### config.mk
export PLATFORM = sky130hd
export DESIGN_NAME = syndrome_table_builder
export DESIGN_NICKNAME = d
export VERILOG_FILES = /design/src/rtl/stb_pkg.sv /design/src/rtl/stb_syn_sum.sv /design/src/rtl/stb_residue.sv /design/src/rtl/stb_occupancy.sv /design/src/rtl/syndrome_table_builder.sv
export SDC_FILE = /design/constraint.sdc
export NUM_CORES = 1
export LEC_CHECK = 0
export BUFFER_PORTS_ARGS = -buffer_cell sky130_fd_sc_hd__buf_4
export CELL_PAD_IN_SITES_DETAIL_PLACEMENT = 1
export CELL_PAD_IN_SITES_GLOBAL_PLACEMENT = 2
export CORE_ASPECT_RATIO = 2
export CORE_MARGIN = 3
export CORE_UTILIZATION = 28
export CTS_BUF_LIST = sky130_fd_sc_hd__clkbuf_4
export CTS_CLUSTER_DIAMETER = 100
export DETAILED_ROUTE_END_ITERATION = 8
export GPL_ROUTABILITY_DRIVEN = 0
export PLACE_DENSITY = 0.62
export SLEW_MARGIN = 20
export SYNTH_ARGS = -nofsm -noshare
export SYNTH_HDL_FRONTEND = slang
export SYNTH_SLANG_ARGS = --single-unit
### constraint.sdc
create_clock -name clk_i -period 6.15 [get_ports clk_i]
set_clock_uncertainty 0.1 [all_clocks]
set_input_delay 0.615 -clock clk_i [delete_from_list [all_inputs] [get_ports clk_i]]
set_output_delay 0.615 -clock clk_i [all_outputs]
set_load 0.01 [all_outputs]
### src/rtl/stb_pkg.sv
package stb_pkg;
  typedef enum logic [2:0] {
    ST_IDLE,
    ST_NEXT,
    ST_ACCEPT,
    ST_REDUCE,
    ST_DONE
  } stb_state_e;
endpackage

### src/rtl/stb_syn_sum.sv
module stb_syn_sum #(
  parameter int NUM_TERMS = 4,
  parameter int POS_W     = 5,
  parameter int SUM_W     = 35
) (
  input  logic [NUM_TERMS-1:0]       en_i,
  input  logic [NUM_TERMS-1:0]       neg_i,
  input  logic [NUM_TERMS*POS_W-1:0] pos_i,
  output logic signed [SUM_W-1:0]    sum_o
);
  logic signed [SUM_W-1:0] term [NUM_TERMS];

  for (genvar g = 0; g < NUM_TERMS; g++) begin : g_term
    logic signed [SUM_W-1:0] mag;
    assign mag = SUM_W'(1) << pos_i[g*POS_W +: POS_W];
    always_comb begin
      term[g] = '0;
      if (en_i[g]) term[g] = neg_i[g] ? -mag : mag;
    end
  end

  always_comb begin
    sum_o = '0;
    for (int k = 0; k < NUM_TERMS; k++) sum_o = sum_o + term[k];
  end
endmodule

### src/rtl/stb_residue.sv
// Bit-serial modulo: one magnitude bit per cycle, MSB first.
module stb_residue #(
  parameter int MAG_W = 34,
  parameter int A_W   = 7,
  localparam int CW   = $clog2(MAG_W)
) (
  input  logic             clk_i,
  input  logic             rst_ni,
  input  logic             start_i,
  input  logic [MAG_W-1:0] mag_i,
  input  logic             neg_i,
  input  logic [A_W-1:0]   a_i,
  output logic             done_o,
  output logic [A_W-1:0]   res_o
);
  logic [MAG_W-1:0] sh_q;
  logic [A_W-1:0]   r_q;
  logic [CW-1:0]    cnt_q;
  logic             run_q, neg_q, done_q;
  logic [A_W:0]     t_c, red_c;

  assign t_c   = {r_q, sh_q[MAG_W-1]};
  assign red_c = (t_c >= {1'b0, a_i}) ? t_c - {1'b0, a_i} : t_c;

  always_ff @(posedge clk_i or negedge rst_ni) begin
    if (!rst_ni) begin
      sh_q   <= '0;
      r_q    <= '0;
      cnt_q  <= '0;
      run_q  <= 1'b0;
      neg_q  <= 1'b0;
      done_q <= 1'b0;
    end else begin
      done_q <= 1'b0;
      if (start_i) begin
        sh_q  <= mag_i;
        r_q   <= '0;
        cnt_q <= '0;
        run_q <= 1'b1;
        neg_q <= neg_i;
      end else if (run_q) begin
        sh_q  <= sh_q << 1;
        r_q   <= A_W'(red_c);
        cnt_q <= cnt_q + CW'(1);
        if (cnt_q == CW'(MAG_W - 1)) begin
          run_q  <= 1'b0;
          done_q <= 1'b1;
        end
      end
    end
  end

  assign done_o = done_q;
  // negative syndrome: fold into 0..A-1
  assign res_o  = (neg_q && r_q != '0) ? a_i - r_q : r_q;
endmodule

### src/rtl/stb_occupancy.sv
module stb_occupancy #(
  parameter int A_W = 7,
  localparam int ADDR_W = A_W + 1,
  localparam int SLOTS  = 1 << ADDR_W
) (
  input  logic              clk_i,
  input  logic              rst_ni,
  input  logic              clr_i,
  input  logic              set_i,
  input  logic [ADDR_W-1:0] idx_i,
  input  logic [A_W-1:0]    a_i,
  input  logic              dual_i,
  output logic              occupied_o,
  output logic              full_o
);
  logic [SLOTS-1:0] occ_q;
  logic [A_W-1:0]   cnt_q [2];
  logic [A_W-1:0]   limit_c;

  always_ff @(posedge clk_i or negedge rst_ni) begin
    if (!rst_ni) begin
      occ_q <= '0;
    end else if (clr_i) begin
      occ_q <= '0;
    end else if (set_i) begin
      occ_q[idx_i] <= 1'b1;
    end
  end

  for (genvar h = 0; h < 2; h++) begin : g_half
    always_ff @(posedge clk_i or negedge rst_ni) begin
      if (!rst_ni) begin
        cnt_q[h] <= '0;
      end else if (clr_i) begin
        cnt_q[h] <= '0;
      end else if (set_i && idx_i[A_W] == 1'(h)) begin
        cnt_q[h] <= cnt_q[h] + A_W'(1);
      end
    end
  end

  assign limit_c    = a_i - A_W'(1);
  assign occupied_o = occ_q[idx_i];
  assign full_o     = (cnt_q[0] == limit_c) && (!dual_i || cnt_q[1] == limit_c);
endmodule

### src/rtl/syndrome_table_builder.sv
module syndrome_table_builder
  import stb_pkg::*;
#(
  parameter int A_W       = 7,
  parameter int POS_W     = 5,
  parameter int NUM_TERMS = 4,
  parameter int CNT_W     = 16,
  localparam int SUM_W  = (1 << POS_W) + $clog2(NUM_TERMS) + 1,
  localparam int MAG_W  = SUM_W - 1,
  localparam int ADDR_W = A_W + 1
) (
  input  logic                       clk_i,
  input  logic                       rst_ni,
  input  logic                       start_i,
  input  logic [A_W-1:0]             a_i,
  input  logic                       stuck_mode_i,
  input  logic                       cand_valid_i,
  output logic                       cand_ready_o,
  input  logic                       cand_last_i,
  input  logic                       cand_stuck_i,
  input  logic [NUM_TERMS-1:0]       cand_en_i,
  input  logic [NUM_TERMS-1:0]       cand_neg_i,
  input  logic [NUM_TERMS*POS_W-1:0] cand_pos_i,
  output logic                       tbl_wr_o,
  output logic [ADDR_W-1:0]          tbl_addr_o,
  output logic signed [SUM_W-1:0]    tbl_syn_o,
  output logic                       busy_o,
  output logic                       done_o,
  output logic [CNT_W-1:0]           installed_o,
  output logic [CNT_W-1:0]           skipped_o
);
  stb_state_e st_q;
  logic [A_W-1:0]          a_q;
  logic                    dual_q, half_q, last_q;
  logic signed [SUM_W-1:0] sum_q, sum_c;
  logic [MAG_W-1:0]        mag_c;
  logic [CNT_W-1:0]        inst_q, skip_q;
  logic                    wr_q;
  logic [ADDR_W-1:0]       addr_q;

  logic                    clr_c, res_start_c, res_done, take_c, set_c;
  logic                    occupied, full;
  logic [A_W-1:0]          res;

  stb_syn_sum #(.NUM_TERMS(NUM_TERMS), .POS_W(POS_W), .SUM_W(SUM_W)) u_sum (
    .en_i (cand_en_i),
    .neg_i(cand_neg_i),
    .pos_i(cand_pos_i),
    .sum_o(sum_c)
  );

  assign mag_c = sum_c[SUM_W-1] ? MAG_W'(-sum_c) : MAG_W'(sum_c);

  stb_residue #(.MAG_W(MAG_W), .A_W(A_W)) u_res (
    .clk_i  (clk_i),
    .rst_ni (rst_ni),
    .start_i(res_start_c),
    .mag_i  (mag_c),
    .neg_i  (sum_c[SUM_W-1]),
    .a_i    (a_q),
    .done_o (res_done),
    .res_o  (res)
  );

  stb_occupancy #(.A_W(A_W)) u_occ (
    .clk_i     (clk_i),
    .rst_ni    (rst_ni),
    .clr_i     (clr_c),
    .set_i     (set_c),
    .idx_i     ({half_q, res}),
    .a_i       (a_q),
    .dual_i    (dual_q),
    .occupied_o(occupied),
    .full_o    (full)
  );

  assign clr_c       = (st_q == ST_IDLE) && start_i;
  assign res_start_c = (st_q == ST_ACCEPT) && cand_valid_i;
  assign take_c      = (res != '0) && !occupied;
  assign set_c       = (st_q == ST_REDUCE) && res_done && take_c;

  always_ff @(posedge clk_i or negedge rst_ni) begin
    if (!rst_ni) begin
      st_q   <= ST_IDLE;
      a_q    <= '0;
      dual_q <= 1'b0;
      half_q <= 1'b0;
      last_q <= 1'b0;
      sum_q  <= '0;
      inst_q <= '0;
      skip_q <= '0;
      wr_q   <= 1'b0;
      addr_q <= '0;
    end else begin
      wr_q <= 1'b0;
      unique case (st_q)
        ST_IDLE: if (start_i) begin
          a_q    <= a_i;
          dual_q <= stuck_mode_i;
          last_q <= 1'b0;
          inst_q <= '0;
          skip_q <= '0;
          st_q   <= ST_NEXT;
        end
        ST_NEXT: st_q <= (full || last_q) ? ST_DONE : ST_ACCEPT;
        ST_ACCEPT: if (cand_valid_i) begin
          sum_q  <= sum_c;
          half_q <= dual_q & cand_stuck_i;
          last_q <= cand_last_i;
          st_q   <= ST_REDUCE;
        end
        ST_REDUCE: if (res_done) begin
          if (take_c) begin
            wr_q   <= 1'b1;
            addr_q <= {half_q, res};
            inst_q <= inst_q + CNT_W'(1);
          end else begin
            skip_q <= skip_q + CNT_W'(1);
          end
          st_q <= ST_NEXT;
        end
        ST_DONE: st_q <= ST_IDLE;
        default: st_q <= ST_IDLE;
      endcase
    end
  end

  assign cand_ready_o = (st_q == ST_ACCEPT);
  assign busy_o       = (st_q != ST_IDLE);
  assign done_o       = (st_q == ST_DONE);
  assign tbl_wr_o     = wr_q;
  assign tbl_addr_o   = addr_q;
  assign tbl_syn_o    = sum_q;
  assign installed_o  = inst_q;
  assign skipped_o    = skip_q;
endmodule


==> flow_summary.ini <==
[sta]
total_of_endpoints_with_negative_setup_slack_in_the_final_report = 0
setup_repair_after_global_routing_missed_its_margin = false
worst_pin_slew_ns = 1.12
finalCritPeriodShare = 0.941
tightest_slew_margin_relative_to_the_limit = 0.255
layout_min_cycle_time_ns = 5.79
drv_slew = 0
timing_hold_violations_final = 0
clock.fmax_mhz = 173

[synth]
mappedNetlistNets = 3520
synthDistinctLibCells = 80
leading_cell_types_by_count_after_synthesis = nand2_1, dfrtp_1, nor2_1
synth_warnings = 0
post_synth_inst_count = 3349
synth_enable_flop_cells = 0
netlist_area_um2 = 27700
yosys.area.top_type = dfrtp_1
synth.most_common_cell = nand2_1
synthesis.area_per_instance_um2 = 8.27
synth_top_cell_area_share = 0.369
ys_top_cells_by_area = dfrtp_1, nand2_1, o21ai_0
yosys_most_used_dff = dfrtp_1
ys_seq_elements = 408
synthArstFlopShare = 1.00
synth.yosys.seq_area_share = 0.369

[floorplanning]
die_height_um = 451
die_width_um = 228
rows = 162
total_die_area_um2 = 103000
floorplan.initialDensity = 0.283
floorplan.io_pins = 121
fp.coreArea_um2 = 97700

[worst_setup_path]
critical_path_depth = 28
crit_path_end_kind = register
r2r_setup_slk_ns = 0.58
critPathBufInv = 4
cp_slowest_stage_delay_ns = 0.63
critical_path.slowest_cell = fa_1
setup.worst_path.end = u_res.sh_q[33]
worst_r2r_startpoint = a_q[0]
timing.setup.critical_path_class = in2reg
r2r-end = u_occ.occ_q[28]
r2r_cells = 18
worst_path_most_repeated_cell = o21ai_0
cp.arrival_ns = 6.55
cpLargestDelayFamily = simple AND/OR/NAND/NOR gates
required_time_at_the_endpoint_of_the_critical_path_ns = 6.91
worstSetupStartpointType = input pin
timing.critical_path.from = cand_pos_i[16]
critical_path.max_fanout = 9

[run]
number_of_max_capacitance_violations_reported = 0

[global_routing]
grt.total_usage = 0.224
antenna_found_initial = 2
grt_pass1_vias = 30200
grt_first_pass_wirelength_mm = 179
global_route.overflow_total = 0
grt_max_degree = 186

[layout]
drive_gt1_frac = 0.200
seqCellArea_um2 = 10200
nFillCells = 11800
layout_overhead_on_the_synthesized_area_pct = 22.6
fin_nets = 3867
total_area_of_multi_input_combinational_cells_um2 = 16400
utilization = 0.348
non_filler_cells_in_the_finished_layout = 5103

[detailed_routing]
routed-via-count = 26800
post_drt_wl_per_cell_um = 22.7
route.detailed.vias_per_inst = 5.24
detail_route.drc_violations = 0
dr_wl_met2_mm = 64.9
route.met3.wl_mm = 3.18
wl_met1_mm = 38.8
dr_iter_0_viols = 1162
wirelength_mm = 116
first_pass_iters = 5
topRoutingLayerUsed = met4
detail-route-antenna-nets = 0

[power_and_ir_drop]
power.leakage_uw = 0.0154
p_per_cell_area_nw_per_um2 = 499
report.power.total_uw = 16900
worst_ir_drop_vdd_uv = 366

[worst_hold_path]
worstHoldPathType = in2async

[cts]
cts_tree = yes
tritoncts.num_buffers = 108
cts_root_buf = clkbuf_4
cts.sinks = 408
clkSlewWorstSetupHoldPaths_ns = 0.07
cts_max_path_buffers = 3
clk-insertion-delay-late_ns = 0.97
htree_levels = 3

[placement]
placed_cells = 4885
detailedPlacementHpwl_mm = 87.5
port_buffers = 120

[status]
outcome = finished clean
[worst min path at each step]
stage                                start          endpoint  slack, ns
final                               rst_ni   u_occ.occ_q[70]       0.19
after global routing               start_i    installed_o[5]       0.12
after CTS                          start_i    installed_o[5]       0.03
after detailed placement  u_occ.occ_q[178]  u_occ.occ_q[178]       0.37
after global placement    u_occ.occ_q[163]  u_occ.occ_q[163]       0.36
after floorplan                     rst_ni            a_q[0]       0.22
[timing repair]
action	4_1_cts	5_1_grt
endpoints found under the hold margin	121	0
buffers inserted	0	0
gates resized for setup	0	2
setup endpoints to repair	0	4
hold buffers	13	0
[cell families (layout without fill, tap and decap cells)]
logic type	after synthesis	count (layout)	share of synthesized area
buf+inv	369	806	0.0531
compound gates	819	819	0.176
simple gates	1366	1366	0.223
fa+ha+maj	129	129	0.0773
other cells	0	5	0
flops	408	408	0.369
mux	118	118	0.0577
xor+xnor	140	140	0.0448
[state kept, by name (all words and copies together), names as in the netlist]
register / flops
u_res.run_q: 1
u_res.r_q: 7
u_occ.occ_q: 256
u_res.sh_q: 34
tbl_syn_o: 35
st_q: 3
tbl_wr_o: 1
last_q: 1
u_occ.cnt_q: 14
dual_q: 1
tbl_addr_o: 8
skipped_o: 16
half_q: 1
u_res.done_o: 1
installed_o: 16
a_q: 7
u_res.cnt_q: 6
[routing by layer]
layer / up-vias / GRT usage
li1: 12400 / -
met1: 13500 / 0.208
met2: 535 / 0.446
met3: 285 / 0.0285
met4: 0 / 0.156
met5: - / 0
[layout make-up]
class / instances / share of cell area
diodes: 5 / 0.000368
multi-input cells: 2572 / 0.482
inverters: 123 / 0.0136
clock inverters: 39 / 0.00531
clock buffers: 161 / 0.0356
repair buffers: 483 / 0.114
flip-flops and latches: 408 / 0.301
well taps: 1312 / 0.0483
[per-stage QoR]
step	hold slack (ns)	worst slack, ns	instance area (µm²)	setup TNS [ns]
6_report	0.187	0.362	34000	0
5_1_grt	0.122	0.0248	34000	0
4_1_cts	0.0282	0.413	33900	0
3_5_place_dp	0.368	-0.718	32400	-17.32
3_3_place_gp	0.359	-0.653	32400	-13.27
2_1_floorplan	0.219	0.00359	28000	0
[layout by cell type (no fill, tap or decap), drive strengths merged, types with 7 or more instances in the layout]
cell	synthesis	layout
a211oi	36	36
a21boi	7	7
a21o	18	18
a21oi	167	167
a311oi	14	14
a31oi	143	143
and2	59	59
and3	34	34
buf	54	470
clkbuf	192	161
clkinv	1	35
dfrtp	408	408
dlygate4sd3	0	13
fa	70	70
ha	59	59
inv	122	126
mux2	12	12
mux2i	74	74
mux4	32	32
nand2	572	572
nand2b	19	19
nand3	89	89
nand3b	7	7
nand4	32	32
nor2	347	347
nor2b	37	37
nor3	77	77
nor3b	16	16
nor4	14	14
o211ai	11	11
o21a	8	8
o21ai	318	318
o22ai	9	9
o31ai	22	22
or2	8	8
or3	29	29
xnor2	84	84
xor2	55	55
[power by group]
part,internal [µW],total [µW],switching [µW]
clock,1240,2500,1260
sequential,3670,4370,702
combinational,3530,10100,6530
total,8440,16900,8490
No activity file was read; power rests on OpenSTA's default activity.
